--- config.mk ---
export PLATFORM = sky130hd
export DESIGN_NAME = cpwin_decoder
export DESIGN_NICKNAME = d
export VERILOG_FILES = /design/src/rtl/cpwin_pkg.sv /design/src/rtl/cpwin_addr_map.sv /design/src/rtl/cpwin_resp.sv /design/src/rtl/cpwin_ctrl.sv /design/src/rtl/cpwin_decoder.sv
export SDC_FILE = /design/constraint.sdc
export NUM_CORES = 1
export LEC_CHECK = 0
export BUFFER_PORTS_ARGS = -buffer_cell sky130_fd_sc_hd__buf_2
export CELL_PAD_IN_SITES_DETAIL_PLACEMENT = 0
export CELL_PAD_IN_SITES_GLOBAL_PLACEMENT = 2
export CORE_UTILIZATION = 17
export CTS_BUF_LIST = sky130_fd_sc_hd__clkbuf_4 sky130_fd_sc_hd__clkbuf_8
export DETAILED_ROUTE_END_ITERATION = 10
export PLACE_DENSITY = 0.9
export RECOVER_POWER = 50
export SKIP_CTS_REPAIR_TIMING = 1
export SYNTH_ARGS = -nofsm -noshare
export SYNTH_HDL_FRONTEND = slang
export SYNTH_SLANG_ARGS = --single-unit
--- constraint.sdc ---
create_clock -name clk -period 3 [get_ports clk]
set_input_delay 0.45 -clock clk [delete_from_list [all_inputs] [get_ports clk]]
set_output_delay 0.45 -clock clk [all_outputs]
set_load 0.01 [all_outputs]
--- src/rtl/cpwin_pkg.sv ---
package cpwin_pkg;

   typedef enum logic [2:0] {
      KIND_RAM  = 3'd0,
      KIND_FM   = 3'd1,
      KIND_BANK = 3'd2,
      KIND_LOCK = 3'd3,
      KIND_VOID = 3'd4
   } acc_kind_e;

   function automatic logic [7:0] fold_wdata(input logic is_word, input logic [15:0] d);
      return is_word ? d[15:8] : d[7:0];
   endfunction

endpackage

--- src/rtl/cpwin_addr_map.sv ---
module cpwin_addr_map
   import cpwin_pkg::*;
#(
   parameter int ADDR_W = 15,
   parameter int RAM_AW = 13,
   parameter int FM_AW  = 2,
   parameter int PAGE_W = 7,
   parameter logic [PAGE_W-1:0] BANK_PAGE = 7'h60,
   parameter logic [PAGE_W-1:0] LOCK_PAGE = 7'h7F
) (
   input  logic [ADDR_W-1:0] addr,
   output acc_kind_e         kind,
   output logic [RAM_AW-1:0] ram_idx,
   output logic [FM_AW-1:0]  fm_idx
);

   localparam int REGION_W = ADDR_W - RAM_AW;

   if (REGION_W != 2) begin : g_bad_region
      $error("cpwin_addr_map: window must split into four regions");
   end
   if (PAGE_W > ADDR_W) begin : g_bad_page
      $error("cpwin_addr_map: page field wider than address");
   end

   logic [REGION_W-1:0] region;
   logic [PAGE_W-1:0]   page;

   assign region  = addr[ADDR_W-1 -: REGION_W];
   assign page    = addr[ADDR_W-1 -: PAGE_W];
   assign ram_idx = addr[RAM_AW-1:0];
   assign fm_idx  = addr[FM_AW-1:0];

   always_comb begin
      unique case (region)
         2'd0, 2'd1: kind = KIND_RAM;
         2'd2:       kind = KIND_FM;
         default: begin
            if (page == BANK_PAGE)      kind = KIND_BANK;
            else if (page == LOCK_PAGE) kind = KIND_LOCK;
            else                        kind = KIND_VOID;
         end
      endcase
   end

endmodule

--- src/rtl/cpwin_resp.sv ---
module cpwin_resp
   import cpwin_pkg::*;
#(
   parameter int BYTE_W = 8,
   parameter int DATA_W = 16
) (
   input  logic              clk,
   input  logic              rst_n,
   input  logic              rd_fire,
   input  acc_kind_e         kind,
   input  logic              is_word,
   input  logic [BYTE_W-1:0] fm_rdata,
   input  logic [BYTE_W-1:0] open_byte,
   input  logic [BYTE_W-1:0] ram_rdata,
   output logic              rd_valid,
   output logic [DATA_W-1:0] rd_data
);

   localparam int LANES = DATA_W / BYTE_W;

   if (LANES * BYTE_W != DATA_W) begin : g_bad_lanes
      $error("cpwin_resp: data width must be a whole number of bytes");
   end

   logic              vld_q;
   logic              from_ram_q;
   logic              word_q;
   logic [BYTE_W-1:0] byte_q;
   logic [BYTE_W-1:0] byte_d;
   logic [BYTE_W-1:0] byte_now;

   always_comb begin
      unique case (kind)
         KIND_FM:   byte_d = fm_rdata;
         KIND_VOID: byte_d = open_byte | {BYTE_W{1'b1}};
         KIND_LOCK: byte_d = open_byte;
         default:   byte_d = '0;
      endcase
   end

   always_ff @(posedge clk) begin
      if (!rst_n) begin
         vld_q      <= 1'b0;
         from_ram_q <= 1'b0;
         word_q     <= 1'b0;
         byte_q     <= '0;
      end else begin
         vld_q <= rd_fire;
         if (rd_fire) begin
            from_ram_q <= (kind == KIND_RAM);
            word_q     <= is_word;
            byte_q     <= byte_d;
         end
      end
   end

   assign byte_now = from_ram_q ? ram_rdata : byte_q;
   assign rd_valid = vld_q;

   for (genvar l = 0; l < LANES; l++) begin : g_lane
      if (l == 0) begin : g_low
         assign rd_data[BYTE_W-1:0] = byte_now;
      end else begin : g_up
         assign rd_data[l*BYTE_W +: BYTE_W] = word_q ? byte_now : '0;
      end
   end

endmodule

--- src/rtl/cpwin_ctrl.sv ---
module cpwin_ctrl #(
   parameter int WAIT_W   = 4,
   parameter int RAM_WAIT = 8
) (
   input  logic              clk,
   input  logic              rst_n,
   input  logic              halt_set,
   input  logic              bank_wr,
   input  logic              bank_d,
   input  logic              ram_wr,
   output logic              halt,
   output logic              bank_bit,
   output logic              bank_strobe,
   output logic              wait_pulse,
   output logic [WAIT_W-1:0] wait_cycles
);

   localparam logic [WAIT_W-1:0] WAIT_VAL = WAIT_W'(RAM_WAIT);

   if (RAM_WAIT >= (1 << WAIT_W)) begin : g_bad_wait
      $error("cpwin_ctrl: wait count does not fit its field");
   end

   always_ff @(posedge clk) begin
      if (!rst_n) begin
         halt        <= 1'b0;
         bank_bit    <= 1'b0;
         bank_strobe <= 1'b0;
         wait_pulse  <= 1'b0;
         wait_cycles <= '0;
      end else begin
         if (halt_set) halt <= 1'b1;
         bank_strobe <= bank_wr;
         if (bank_wr) bank_bit <= bank_d;
         wait_pulse  <= ram_wr;
         wait_cycles <= ram_wr ? WAIT_VAL : '0;
      end
   end

endmodule

--- src/rtl/cpwin_decoder.sv ---
module cpwin_decoder
   import cpwin_pkg::*;
#(
   parameter int ADDR_W   = 15,
   parameter int RAM_AW   = 13,
   parameter int FM_AW    = 2,
   parameter int BYTE_W   = 8,
   parameter int WAIT_W   = 4,
   parameter int RAM_WAIT = 8,
   parameter bit OPEN_HI  = 1'b0
) (
   input  logic              clk,
   input  logic              rst_n,
   input  logic              force_ack,
   input  logic              req_valid,
   input  logic              req_write,
   input  logic              req_word,
   input  logic [ADDR_W-1:0] req_addr,
   input  logic [2*BYTE_W-1:0] req_wdata,
   input  logic [2*BYTE_W-1:0] open_bus,
   output logic              rd_valid,
   output logic [2*BYTE_W-1:0] rd_data,
   output logic              halt,
   output logic              wait_pulse,
   output logic [WAIT_W-1:0] wait_cycles,
   output logic              ram_en,
   output logic              ram_we,
   output logic [RAM_AW-1:0] ram_addr,
   output logic [BYTE_W-1:0] ram_wdata,
   input  logic [BYTE_W-1:0] ram_rdata,
   output logic              fm_strobe,
   output logic              fm_write,
   output logic [FM_AW-1:0]  fm_index,
   output logic [BYTE_W-1:0] fm_wdata,
   input  logic [BYTE_W-1:0] fm_rdata,
   output logic              bank_strobe,
   output logic              bank_bit
);

   localparam int DATA_W = 2 * BYTE_W;

   if (BYTE_W != 8) begin : g_bad_byte
      $error("cpwin_decoder: targets are byte wide");
   end

   acc_kind_e         kind;
   logic              acc;
   logic              lock_hit;
   logic              halt_set;
   logic              rd_fire;
   logic              bank_wr;
   logic [BYTE_W-1:0] wbyte;
   logic [BYTE_W-1:0] open_byte;

   cpwin_addr_map #(
      .ADDR_W (ADDR_W),
      .RAM_AW (RAM_AW),
      .FM_AW  (FM_AW)
   ) u_map (
      .addr    (req_addr),
      .kind    (kind),
      .ram_idx (ram_addr),
      .fm_idx  (fm_index)
   );

   assign acc       = req_valid && !halt;
   assign lock_hit  = acc && (kind == KIND_LOCK);
   assign halt_set  = lock_hit && !force_ack;
   assign rd_fire   = acc && !req_write && !halt_set;
   assign wbyte     = fold_wdata(req_word, req_wdata);
   assign open_byte = OPEN_HI ? open_bus[DATA_W-1:BYTE_W] : open_bus[BYTE_W-1:0];

   assign ram_en    = acc && (kind == KIND_RAM);
   assign ram_we    = ram_en && req_write;
   assign ram_wdata = wbyte;
   assign fm_strobe = acc && (kind == KIND_FM);
   assign fm_write  = fm_strobe && req_write;
   assign fm_wdata  = wbyte;
   assign bank_wr   = acc && req_write && (kind == KIND_BANK);

   cpwin_resp #(
      .BYTE_W (BYTE_W),
      .DATA_W (DATA_W)
   ) u_resp (
      .clk       (clk),
      .rst_n     (rst_n),
      .rd_fire   (rd_fire),
      .kind      (kind),
      .is_word   (req_word),
      .fm_rdata  (fm_rdata),
      .open_byte (open_byte),
      .ram_rdata (ram_rdata),
      .rd_valid  (rd_valid),
      .rd_data   (rd_data)
   );

   cpwin_ctrl #(
      .WAIT_W   (WAIT_W),
      .RAM_WAIT (RAM_WAIT)
   ) u_ctrl (
      .clk         (clk),
      .rst_n       (rst_n),
      .halt_set    (halt_set),
      .bank_wr     (bank_wr),
      .bank_d      (wbyte[0]),
      .ram_wr      (ram_we),
      .halt        (halt),
      .bank_bit    (bank_bit),
      .bank_strobe (bank_strobe),
      .wait_pulse  (wait_pulse),
      .wait_cycles (wait_cycles)
   );

endmodule

# Word-level counts from Yosys, hierarchy flattened
# Cells that the tools add are included.
dict set report word_totals {
  output_inout_bits 60
  inputBits 69
  reg_bits 19
  word_cells 43
}
dict set report classes {
  muxes 8
  n_eq_ne 8
  n_reduce_logical 18
}
# op n
set ops {}
lappend ops {{$mux 8} 3}
lappend ops {{$pmux 8 s3} 1}
lappend ops {{$eq 7x7->1 const B} 2}
lappend ops {{$logic_and 1x1->1} 11}
lappend ops {{$eq 3x2->1 const B} 2}
lappend ops {{$mux 3} 2}
lappend ops {{$pmux 3 s2} 1}
lappend ops {{$logic_not 1->1} 4}
lappend ops {{$mux 4} 1}
lappend ops {{$eq 3x1->1 const B} 1}
lappend ops {{$eq 3x3->1 const B} 1}
lappend ops {{$logic_not 3->1} 1}
lappend ops {{$eq 2x1->1 const B} 1}
lappend ops {{$eq 2x2->1 const B} 1}
lappend ops {{$logic_not 2->1} 1}
lappend ops {{$reduce_or 2->1} 1}

# Depth between registers and ports, before layout
# Gate-level depths: netlist of run 1.
dict set report logic_depth {
  depth_word 9
  ltp_mapped 5
}

# By module
# Synthesis of run 1 repeated with hierarchy kept, for this count alone.
dict set report unflattened {
  hier_cells 132
  area_unflattened_um2 1228.7
}
# mod area_per_inst_um2 seq_area_each_um2 instances cells_per_inst
set by_module_without_submodules {}
lappend by_module_without_submodules {cpwin_resp 665.6 220.2 1 65}
lappend by_module_without_submodules {cpwin_decoder 244.0 0.0 1 29}
lappend by_module_without_submodules {cpwin_addr_map 167.7 0.0 1 24}
lappend by_module_without_submodules {cpwin_ctrl 151.4 80.1 1 14}

# Worst setup path after synthesis of run 1
# Ideal clock, no wire load.
dict set report synth_timing {
  kind {input-to-output}
  start {in req_word}
  end {out ram_wdata[1]}
  stages 3
  setup_slack_ns 1.256
  required_ns 2.550
  t_arrival_ns 1.294
  path_cell_list {clkbuf_1 > mux2_2 > buf_4}
}
dict set report synth_between {
  elab_chain_cells 1
}
# element line
set synth_lines {}
lappend synth_lines {{start, declared} cpwin_decoder.sv:17} ;# input logic req_word,
lappend synth_lines {{$mux 8} cpwin_pkg.sv:12} ;# return is_word ? d[15:8] : d[7:0];
lappend synth_lines {{end, declared} cpwin_decoder.sv:29} ;# output logic [BYTE_W-1:0] ram_wdata,
# No other way between the ends.

# Worst setup path after layout of run 1
dict set report layout_timing {
  start {reg u_resp.from_ram_q}
  end {out rd_data[12]}
}
dict set report layout_between {
  elab_chain_cells 2
}
# element line
set layout_lines {}
lappend layout_lines {{start, declared} cpwin_resp.sv:26} ;# logic from_ram_q;
lappend layout_lines {{start signal, assigned} cpwin_resp.sv:50} ;# from_ram_q <= (kind == KIND_RAM);
lappend layout_lines {{$mux 8} cpwin_resp.sv:57} ;# assign byte_now = from_ram_q ? ram_rdata : byte_q;
lappend layout_lines {{$mux 8} cpwin_resp.sv:64} ;# assign rd_data[l*BYTE_W +: BYTE_W] = word_q ? byte_now : '0;
lappend layout_lines {{end, declared} cpwin_decoder.sv:22} ;# output logic [2*BYTE_W-1:0] rd_data,
# No other way between the ends.

==> impl_metrics.csv, run 1 <==
group,metric,value,unit
cells_and_area,final_cell_mix,"77 x buf_2, 22 x clkbuf_1, 16 x mux2_2",
cells_and_area,final_layout_size_suffix_gt1_share,48.76,%
synth,ys_seq_area_share,26.82,%
synth,ys_ff_latch,15,
cells_and_area,layout_commonest_cell,"buf_2",
timing,clock_skew,0.002721,ns
synth,syn-cell-area,1120,µm²
min_path,hp-class,"reg -> reg",
timing,min_period,1.956,ns
detailed_routing,antenna_left,0,
clock_tree,cts_tree,"built",
synth,avgSynthCellArea,8.681,µm²
cells_and_area,antenna_cells,0,
clock_tree,clockBufferDepth,2,
setup_path,arrival,1.51,ns
setup_path,worstPathBufferInverterCount,1,
power_and_ir_drop,power_density,358.7,nW/µm²
detailed_routing,post_drt_wl_per_cell,12.05,µm
global_route,first_global_vias,1085,
synth,synth_cells,129,
clock_tree,cts_max_level,1,
power_and_ir_drop,leakage,0.7026,nW
timing,min_period_over_period,65.21,%
synth,yosys_warnings,0,
detailed_routing,vias,1153,
detailed_routing,drc,0,
floorplanning,rows,29,
placement,dp_hpwl,2701,µm
setup_path,worstPathRequired,2.55,ns
timing,setup_viol,0,
cells_and_area,n_fill_cell,737,
setup_path,critPathCaptureType,"output port",
clock_tree,cts_sinks,15,
timing,worst_pin_slew,0.8581,ns
timing,rsz0062_at_grt,"no",
placement,gp_congestion,0.7225,
clock_tree,worst_skew_pair.late_latency,0.24,ns
setup_path,critPathLaunchType,"flip-flop",
flow_run,cap_violations,0,
timing,maxSlewViolCount,0,
global_route,grt_first_pass_wirelength,4988,µm
timing,max_slew_margin,42.73,%
setup_path,slowest_delay,0.58,ns
placement,port_buffers,99,
global_route,grt_use_total,9.259,%
timing,fmax,0.5111,GHz
setup_path,crit_chain,"mux2_2, and2_1, buf_2",
timing,final-hold-violation-count,0,
global_route,antenna_found_initial,0,
floorplanning,die_y,83.16,µm
floorplanning,chipWidth,83.16,µm
detailed_routing,vias_per_cell,4.147,
clock_tree,clock-root-buffer,"clkbuf_8",
power_and_ir_drop,ir_drop,0.1083,mV
detailed_routing,drt_first_pass_iters,4,
global_route,overflow,0,
setup_path,cp_max_fo,9,
clock_tree,numCtsBuffers,3,
setup_path,critical_path_class,"reg -> out",
timing,tns,0,ns
floorplanning,core_area,6350,µm²
cells_and_area,area_growth_syn_to_layout,34.30,%
setup_path,crit_family,"flip-flops",
floorplanning,start_util,17.64,%
floorplanning,dieArea,6916,µm²
floorplanning,io_pins,129,
detailed_routing,wirelength,3351,µm
cells_and_area,fin_nets,271,
run_status,status,"finished, final reports clean",
timing,whs,0.5157,ns
detailed_routing,drt_iter0_drc,17,
synth,synthDistinctLibCells,25,
global_route,grt_max_degree,21,
clock_tree,clkSlewWorstSetupHoldPaths,0.06,ns
setup_path,slowest_stage,"dfxtp_1",
## tightest hold or removal path, stage by stage, from the launching register on
cell and delay (ns):
dfxtp_1 0.31, o21ai_1 0.12, a31oi_1 0.04
## per-layer routing
layer	up-vias	global-route usage [%]	share of wire [%]	wire length, µm
met4	0	3.918	1.8	59
met2	65	17.44	50	1691
li1	569	-	-	-
met3	7	1.889	8.8	294
met1	512	9.909	39	1306
met5	-	0	0	0
## cells by family (layout without fill, tap and decap cells)
kind of cell,after synthesis,in the layout,synth area share [%]
flip-flops,15,15,26.82
other,1,3,0.3349
buffers and inverters,35,105,22.12
AO/OA/AOI/OAI,28,28,16.42
multiplexers,18,18,17.88
AND/OR/NAND/NOR,32,32,16.42
## synth_stat cells
library cell	number	area share, %
nor2_1	4	1.3
a31oi_1	9	5.0
nor4bb_1	1	0.89
nand4_1	1	0.56
nand3_1	1	0.45
and2_1	11	6.1
conb_1	1	0.33
nor2b_1	6	3.4
o21ai_1	8	3.6
nor3b_1	1	0.67
o211a_1	1	0.89
mux2_2	16	16
o31a_1	1	0.78
buf_6	1	1.0
clkbuf_1	4	1.3
nor3_1	1	0.45
dfxtp_1	15	27
nand3b_1	1	0.67
inv_1	1	0.33
nand2b_1	1	0.56
o2111ai_1	1	0.78
a22oi_1	8	5.4
nand2_1	4	1.3
buf_4	29	19
mux2i_1	2	1.8
## flip-flops by register name (all words and copies together) (netlist names)
name and count:
u_ctrl.halt 1, u_resp.byte_q 8, u_ctrl.bank_strobe 1, u_resp.rd_valid 1, u_ctrl.wait_cycles 1, u_resp.word_q 1
u_resp.from_ram_q 1, u_ctrl.bank_bit 1
## stage by stage
stage | power (W) | instances | util (%) | setup WS, ns | instance area [µm²]
2_1_floorplan | 0.0003335 | 131 | - | 1.256 | 1127
3_3_place_gp | 0.0003765 | 274 | 23.35 | 1.162 | 1483
3_5_place_dp | 0.0003781 | 274 | 23.35 | 1.149 | 1483
4_1_cts | 0.0005566 | 278 | 24.12 | 0.9998 | 1531
5_1_grt | 0.0005775 | 278 | 23.68 | 0.9151 | 1504
6_report | 0.0005395 | 278 | 23.68 | 1.044 | 1504
## path summary, 6_finish.rpt
check / startpoint / end / slack, ns / cells past startpoint
worst max-delay path: u_resp.from_ram_q / rd_data[12] / 1.04 / 3
worst min-delay path: u_resp.byte_q[1] / u_resp.byte_q[1] / 0.52 / 2
worst max register to register: u_ctrl.halt / u_resp.word_q / 1.39 / 4
worst min register to register: u_resp.byte_q[1] / u_resp.byte_q[1] / 0.52 / 2
## area by class of cell
type	count	area [µm²]	area share, %
clock buffers	4	48.80	3.245
well taps	77	96.34	6.406
inverters	1	3.754	0.2496
repair buffers	100	475.5	31.61
multi-input cells	81	579.3	38.52
flip-flops and latches	15	300.3	19.97
## power breakdown
part	total [W]	switching (W)	internal (W)	leakage, nW
Clock	0.000172	0.0000689	0.000103	0.0262
Sequential	0.000217	0.00000820	0.000209	0.123
Combinational	0.000151	0.0000753	0.0000753	0.554
Note: power is estimated with default switching activity, not from simulation.
==> inputs of run 2 (changes only) <==
CORE_UTILIZATION = 16   (was 17)
PLACE_DENSITY = 0.85   (was 0.9)
clock period = 1.95 ns   (was 3 ns; I/O delays follow)
==> impl_metrics.csv, run 2 (same netlist as run 1, synthesis figures left out) <==
group,metric,value,unit
global_route,grt_first_pass_wirelength,5154,µm
setup_path,cp.depth,3,
timing,finalWorstSetupSlack,0.1287,ns
timing,worst_pin_slew,0.7808,ns
global_route,grt_max_degree,21,
setup_path,critPathCaptureType,"output port",
global_route,grtUsageMet3,2.984,%
power_and_ir_drop,power_density,549.0,nW/µm²
floorplanning,io_pins,129,
clock_tree,clock-root-buffer,"clkbuf_8",
setup_path,slowest_stage,"dfxtp_1",
floorplanning,die_y,85.66,µm
cells_and_area,layout_commonest_cell,"buf_2",
global_route,grt_use_total,9.096,%
clock_tree,worst_skew_pair.late_latency,0.25,ns
floorplanning,start_util,16.48,%
global_route,use_met2,16.44,%
setup_path,worstPathRequired,1.66,ns
setup_path,crit_chain,"mux2_2, and2_1, buf_2",
cells_and_area,postLayoutCoreUtil,22.52,%
setup_path,timing.rr.start,"u_ctrl.halt",
global_route,overflow,0,
flow_run,cap_violations,0,
cells_and_area,regMostFlops,"u_resp.byte_q",
timing,setup_viol,0,
cells_and_area,fin_nets,272,
clock_tree,numCtsBuffers,3,
timing,maxSlewViolCount,0,
cells_and_area,area_growth_syn_to_layout,36.65,%
min_path,hold_depth,3,
timing,min_period,1.821,ns
floorplanning,chipWidth,85.66,µm
cells_and_area,final_cell_mix,"76 x buf_2, 24 x clkbuf_1, 16 x mux2_2",
setup_path,r2r-end,"u_resp.word_q",
setup_path,arrival,1.53,ns
min_path,holdPathEnd,"u_ctrl.halt",
placement,pre_cts_ws,0.2378,ns
detailed_routing,drc,0,
timing,rsz0062_at_grt,"no",
timing,max_slew_margin,47.95,%
timing,tns,0,ns
detailed_routing,post_drt_wl_per_cell,11.59,µm
placement,place_inst,294,
cells_and_area,antenna_cells,0,
cells_and_area,final_layout_size_suffix_gt1_share,48.02,%
setup_path,cp_max_fo,9,
timing,final-hold-violation-count,0,
timing,min_period_over_period,93.40,%
cells_and_area,register_area,300.3,µm²
detailed_routing,drt_iter0_drc,23,
min_path,hp-class,"in -> reg",
detailed_routing,antenna_left,0,
detailed_routing,drt_first_pass_iters,4,
clock_tree,clkSlewWorstSetupHoldPaths,0.07,ns
timing,fmax,0.5491,GHz
floorplanning,rows,30,
setup_path,critical_path_class,"reg -> out",
setup_path,critPathLaunchType,"flip-flop",
run_status,status,"finished, final reports clean",
cells_and_area,multiInputGateArea,579.3,µm²
detailed_routing,vias,1177,
placement,port_buffers,99,
global_route,antenna_found_initial,0,
power_and_ir_drop,leakage,0.7040,nW
detailed_routing,vias_per_cell,3.950,
clock_tree,clockBufferDepth,2,
placement,gp_congestion,0.6923,
global_route,grt.busiest_layer,"met2",
timing,whs,0.3682,ns
cells_and_area,final_cells,298,
floorplanning,dieArea,7338,µm²
placement,dp_hpwl,2729,µm
timing,clock_skew,0.003404,ns
global_route,first_global_vias,1079,
setup_path,r2r.worst_path.cells,4,
setup_path,rrSetupSlack,0.30,ns
detailed_routing,wirelength,3453,µm
setup_path,crit_family,"flip-flops",
clock_tree,cts_sinks,15,
floorplanning,core_area,6794,µm²
power_and_ir_drop,ir_drop,0.1272,mV
clock_tree,cts_max_level,1,
min_path,hp-start,"req_valid",
setup_path,worstPathBufferInverterCount,1,
setup_path,slowest_delay,0.59,ns
cells_and_area,n_fill_cell,791,
global_route,met1_usage,10.06,%
cells_and_area,largest_reg_flops,8,
clock_tree,cts_tree,"built",
-- run 2: cell count changes in the layout (fill, tap and decap cells not counted), sizes merged --
cell / before / now
clkbuf: 26 / 28
buf: 78 / 77
-- run 2: power breakdown --
group          leakage [nW]  switching (W)  internal [W]  total [W]
registers             0.123      0.0000132      0.000321   0.000335
logic                 0.555       0.000116      0.000115   0.000231
clock network        0.0262       0.000116      0.000159   0.000275
-- run 2: final cells by class --
class | instances | share of cell area, %
repair buffers | 101 | 31.23
multi-input cells | 81 | 37.86
clock buffers | 4 | 3.189
flip-flops and latches | 15 | 19.62
well taps | 96 | 7.850
inverters | 1 | 0.2453
-- run 2: routing by layer --
metal  wire length [µm]  up-vias  share of wire [%]
li1                   -      571                  -
met2               1623       87                 47
met3                350        7                 10
met1               1436      512                 42
met4                 43        0                1.2
met5                  0        -                  0
-- run 2: worst reg2reg max path, delay by kind of cell (launching register included) --
kind	cells	cell delay [ns]
multiplexers	1	0.26
flip-flops	1	0.34
AO/OA/AOI/OAI	1	0.68
AND/OR/NAND/NOR	2	0.27
-- run 2: worst max-delay path by stage --
stage                      start       endpoint  slack, ns
4_1_cts        u_resp.from_ram_q    rd_data[12]       0.11
3_3_place_gp           req_valid  u_resp.word_q       0.26
5_1_grt        u_resp.from_ram_q    rd_data[11]       0.05
3_5_place_dp           req_valid  u_resp.word_q       0.24
2_1_floorplan  u_resp.from_ram_q    rd_data[10]       0.48
6_report       u_resp.from_ram_q    rd_data[11]       0.13
-- run 2: metrics by stage --
stage | total power [W] | cell area, µm²
global route | 0.0008929 | 1530
global placement | 0.0005791 | 1514
detailed placement | 0.0005820 | 1514
floorplan | 0.0005131 | 1127
finish | 0.0008400 | 1530
CTS | 0.0008664 | 1563
==> inputs of run 3 (changes only) <==
ABC_AREA = 1   (was not set)
CORE_UTILIZATION = 17   (was 16)
==> impl_metrics.csv, run 3 <==
group,metric,value,unit
run_status,status,"finished, final reports clean",
timing,tns,0,ns
power_and_ir_drop,leakage,0.8994,nW
detailed_routing,dr_wl_met3,175,µm
placement,pre_cts_ws,0.3655,ns
floorplanning,rows,32,
synth,synth_compound_area_share,11.44,%
cells_and_area,largest_reg_flops,8,
detailed_routing,vias,1373,
floorplanning,start_util,17.61,%
clock_tree,cts_max_level,1,
synth,ys_top_cells_by_area,"dfxtp_1 22%, nand2_1 19%, buf_4 16%",
synth,synthAdderAreaFrac,0,%
timing,clock_skew,0.0007405,ns
min_path,hp-class,"in -> reg",
synth,ys_seq_area_share,21.96,%
clock_tree,cts_sinks,15,
timing,worst_pin_slew,0.5255,ns
placement,port_buffers,99,
clock_tree,clockBufferDepth,2,
min_path,hp-start,"req_addr[14]",
synth,avgSynthCellArea,6.704,µm²
setup_path,r2r-end,"u_resp.byte_q[5]",
min_path,holdPathEnd,"u_ctrl.wait_cycles[3]",
setup_path,r2r.worst_path.cells,7,
cells_and_area,regMostFlops,"u_resp.byte_q",
detailed_routing,wirelength,3680,µm
detailed_routing,drt_first_pass_iters,2,
timing,min_period_over_period,80.78,%
synth,ys_ff_latch,15,
global_route,grt_use_total,8.593,%
detailed_routing,vias_per_cell,3.613,
global_route,overflow,0,
synth,synthDominantCellAreaShare,21.96,%
synth,synthFlopType,"dfxtp_1",
timing,finalWorstSetupSlack,0.3748,ns
synth,synth_top_family_by_area,"simple AND/OR/NAND/NOR gates",
floorplanning,io_pins,129,
cells_and_area,multiInputGateArea,720.7,µm²
synth,synth.top_cells.by_count,"71 x nand2_1, 29 x buf_4, 22 x inv_1",
clock_tree,numCtsBuffers,3,
synth,synth_edf_count,0,
setup_path,cp_max_fo,11,
timing,setup_viol,0,
synth,synthArstFlopShare,0,%
power_and_ir_drop,power_density,477.9,nW/µm²
power_and_ir_drop,ir_drop,0.1526,mV
setup_path,rrSetupSlack,0.37,ns
clock_tree,cts_tree,"built",
cells_and_area,final_layout_size_suffix_gt1_share,41.37,%
global_route,grt_max_degree,13,
timing,maxSlewViolCount,0,
detailed_routing,post_drt_wl_per_cell,9.684,µm
cells_and_area,layout_commonest_cell,"buf_2",
cells_and_area,antenna_cells,0,
timing,fmax,0.6349,GHz
setup_path,timing.rr.start,"u_ctrl.halt",
cells_and_area,area_growth_syn_to_layout,29.55,%
synth,synthDistinctLibCells,21,
floorplanning,dieArea,8407,µm²
flow_run,cap_violations,0,
setup_path,critPathLaunchType,"flip-flop",
clock_tree,worst_skew_pair.late_latency,0.24,ns
synth,synth_xor_area_share,0,%
synth,synth_largest_area_cell,"dfxtp_1",
timing,final-hold-violation-count,0,
synth,synth-simple-area-share,34.40,%
synth,yosys_warnings,0,
global_route,first_global_vias,1227,
min_path,hold_depth,2,
setup_path,critical_path_class,"reg -> reg",
global_route,grt_first_pass_wirelength,5733,µm
detailed_routing,drc,0,
detailed_routing,antenna_left,0,
placement,gp_congestion,0.6810,
clock_tree,clkSlewWorstSetupHoldPaths,0.06,ns
clock_tree,clock-root-buffer,"clkbuf_8",
detailed_routing,wl_met2,1679,µm
synth,synth_cells,204,
global_route,antenna_found_initial,0,
timing,min_period,1.575,ns
detailed_routing,wl_met1,1749,µm
detailed_routing,drt_iter0_drc,25,
timing,max_slew_margin,64.93,%
cells_and_area,register_area,300.3,µm²
cells_and_area,fin_nets,348,
floorplanning,chipWidth,91.69,µm
setup_path,critPathCaptureType,"flip-flop",
synth,syn-cell-area,1368,µm²
cells_and_area,n_fill_cell,920,
floorplanning,die_y,91.69,µm
cells_and_area,final_cell_mix,"78 x buf_2, 71 x nand2_1, 22 x inv_1",
setup_path,worstPathRequired,2.13,ns
detailed_routing,top_layer,"met4",
placement,dp_hpwl,3057,µm
floorplanning,core_area,7767,µm²
synth,muxShareOfSynthArea,6.587,%
timing,rsz0062_at_grt,"no",
setup_path,arrival,1.75,ns
synth,synth.most_common_cell,"nand2_1",
## run 3: cell types whose count changed in the layout (fill, tap and decap cells not counted), sizes merged, moves of 2 or more
| cell | change |
|---|---|
| buf | +4 |
| and2 | -11 |
| nor2 | +12 |
| mux2 | -8 |
| o21ai | -5 |
| mux2i | -2 |
| nand3 | +11 |
| a22oi | -8 |
| a31oi | -8 |
| nor2b | -6 |
| clkbuf | -3 |
| inv | +21 |
| nand2 | +68 |
| a21oi | +18 |
## run 3: area by class of cell
cell class,count,share of cell area (%)
inverters,22,4.661
flip-flops and latches,15,16.95
multi-input cells,135,40.68
clock buffers,4,2.754
well taps,102,7.203
repair buffers,102,27.75
## run 3: worst max-delay path, cell delays in order, from the launching register on
cell	delay [ns]
dfxtp_1	0.31
inv_1	0.07
nand2_1	0.13
nor2_1	0.26
nand3_2	0.12
nand3_1	0.34
nand2_1	0.14
a21oi_2	0.15
## run 3: worst max path at each step
stage / from / end / cells past startpoint
2_1_floorplan: req_word / ram_wdata[1] / 3
3_3_place_gp: req_addr[9] / u_resp.byte_q[2] / 10
3_5_place_dp: req_addr[9] / u_resp.byte_q[4] / 10
4_1_cts: u_ctrl.halt / ram_we / 6
5_1_grt: u_ctrl.halt / u_resp.byte_q[7] / 7
6_report: u_ctrl.halt / u_resp.byte_q[5] / 7
## run 3: per-stage QoR
| stage | utilization (%) | power [W] | hold WS [ns] | std cells | instance area (µm²) |
|---|---|---|---|---|---|
| 6_report | 22.81 | 0.0008467 | 0.2897 | 380 | 1772 |
| 5_1_grt | 22.81 | 0.0009008 | 0.3067 | 380 | 1772 |
| 4_1_cts | 23.24 | 0.0008696 | 0.2872 | 380 | 1805 |
| 3_5_place_dp | 22.62 | 0.0006025 | 0.4372 | 376 | 1757 |
| 3_3_place_gp | 22.62 | 0.0005999 | 0.4303 | 376 | 1757 |
| 2_1_floorplan | - | 0.0005301 | 0.3717 | 206 | 1375 |
## run 3: routing by layer
layer,up-vias,global-route usage (%)
li1,746,-
met4,0,4.818
met1,574,11.17
met2,48,14.16
met3,5,0.4975
met5,-,0
## run 3: cell families after synthesis
| logic type | Yosys count |
|---|---|
| multiplexers | 8 |
| buffers and inverters | 56 |
| AO/OA/AOI/OAI | 22 |
| flip-flops | 15 |
| other | 1 |
| AND/OR/NAND/NOR | 102 |
## run 3: power breakdown
part	internal (W)	leakage, nW	total [W]	switching [W]
clock network	0.000158	0.0262	0.000262	0.000104
registers	0.000318	0.122	0.000323	0.00000552
logic	0.000110	0.751	0.000261	0.000151
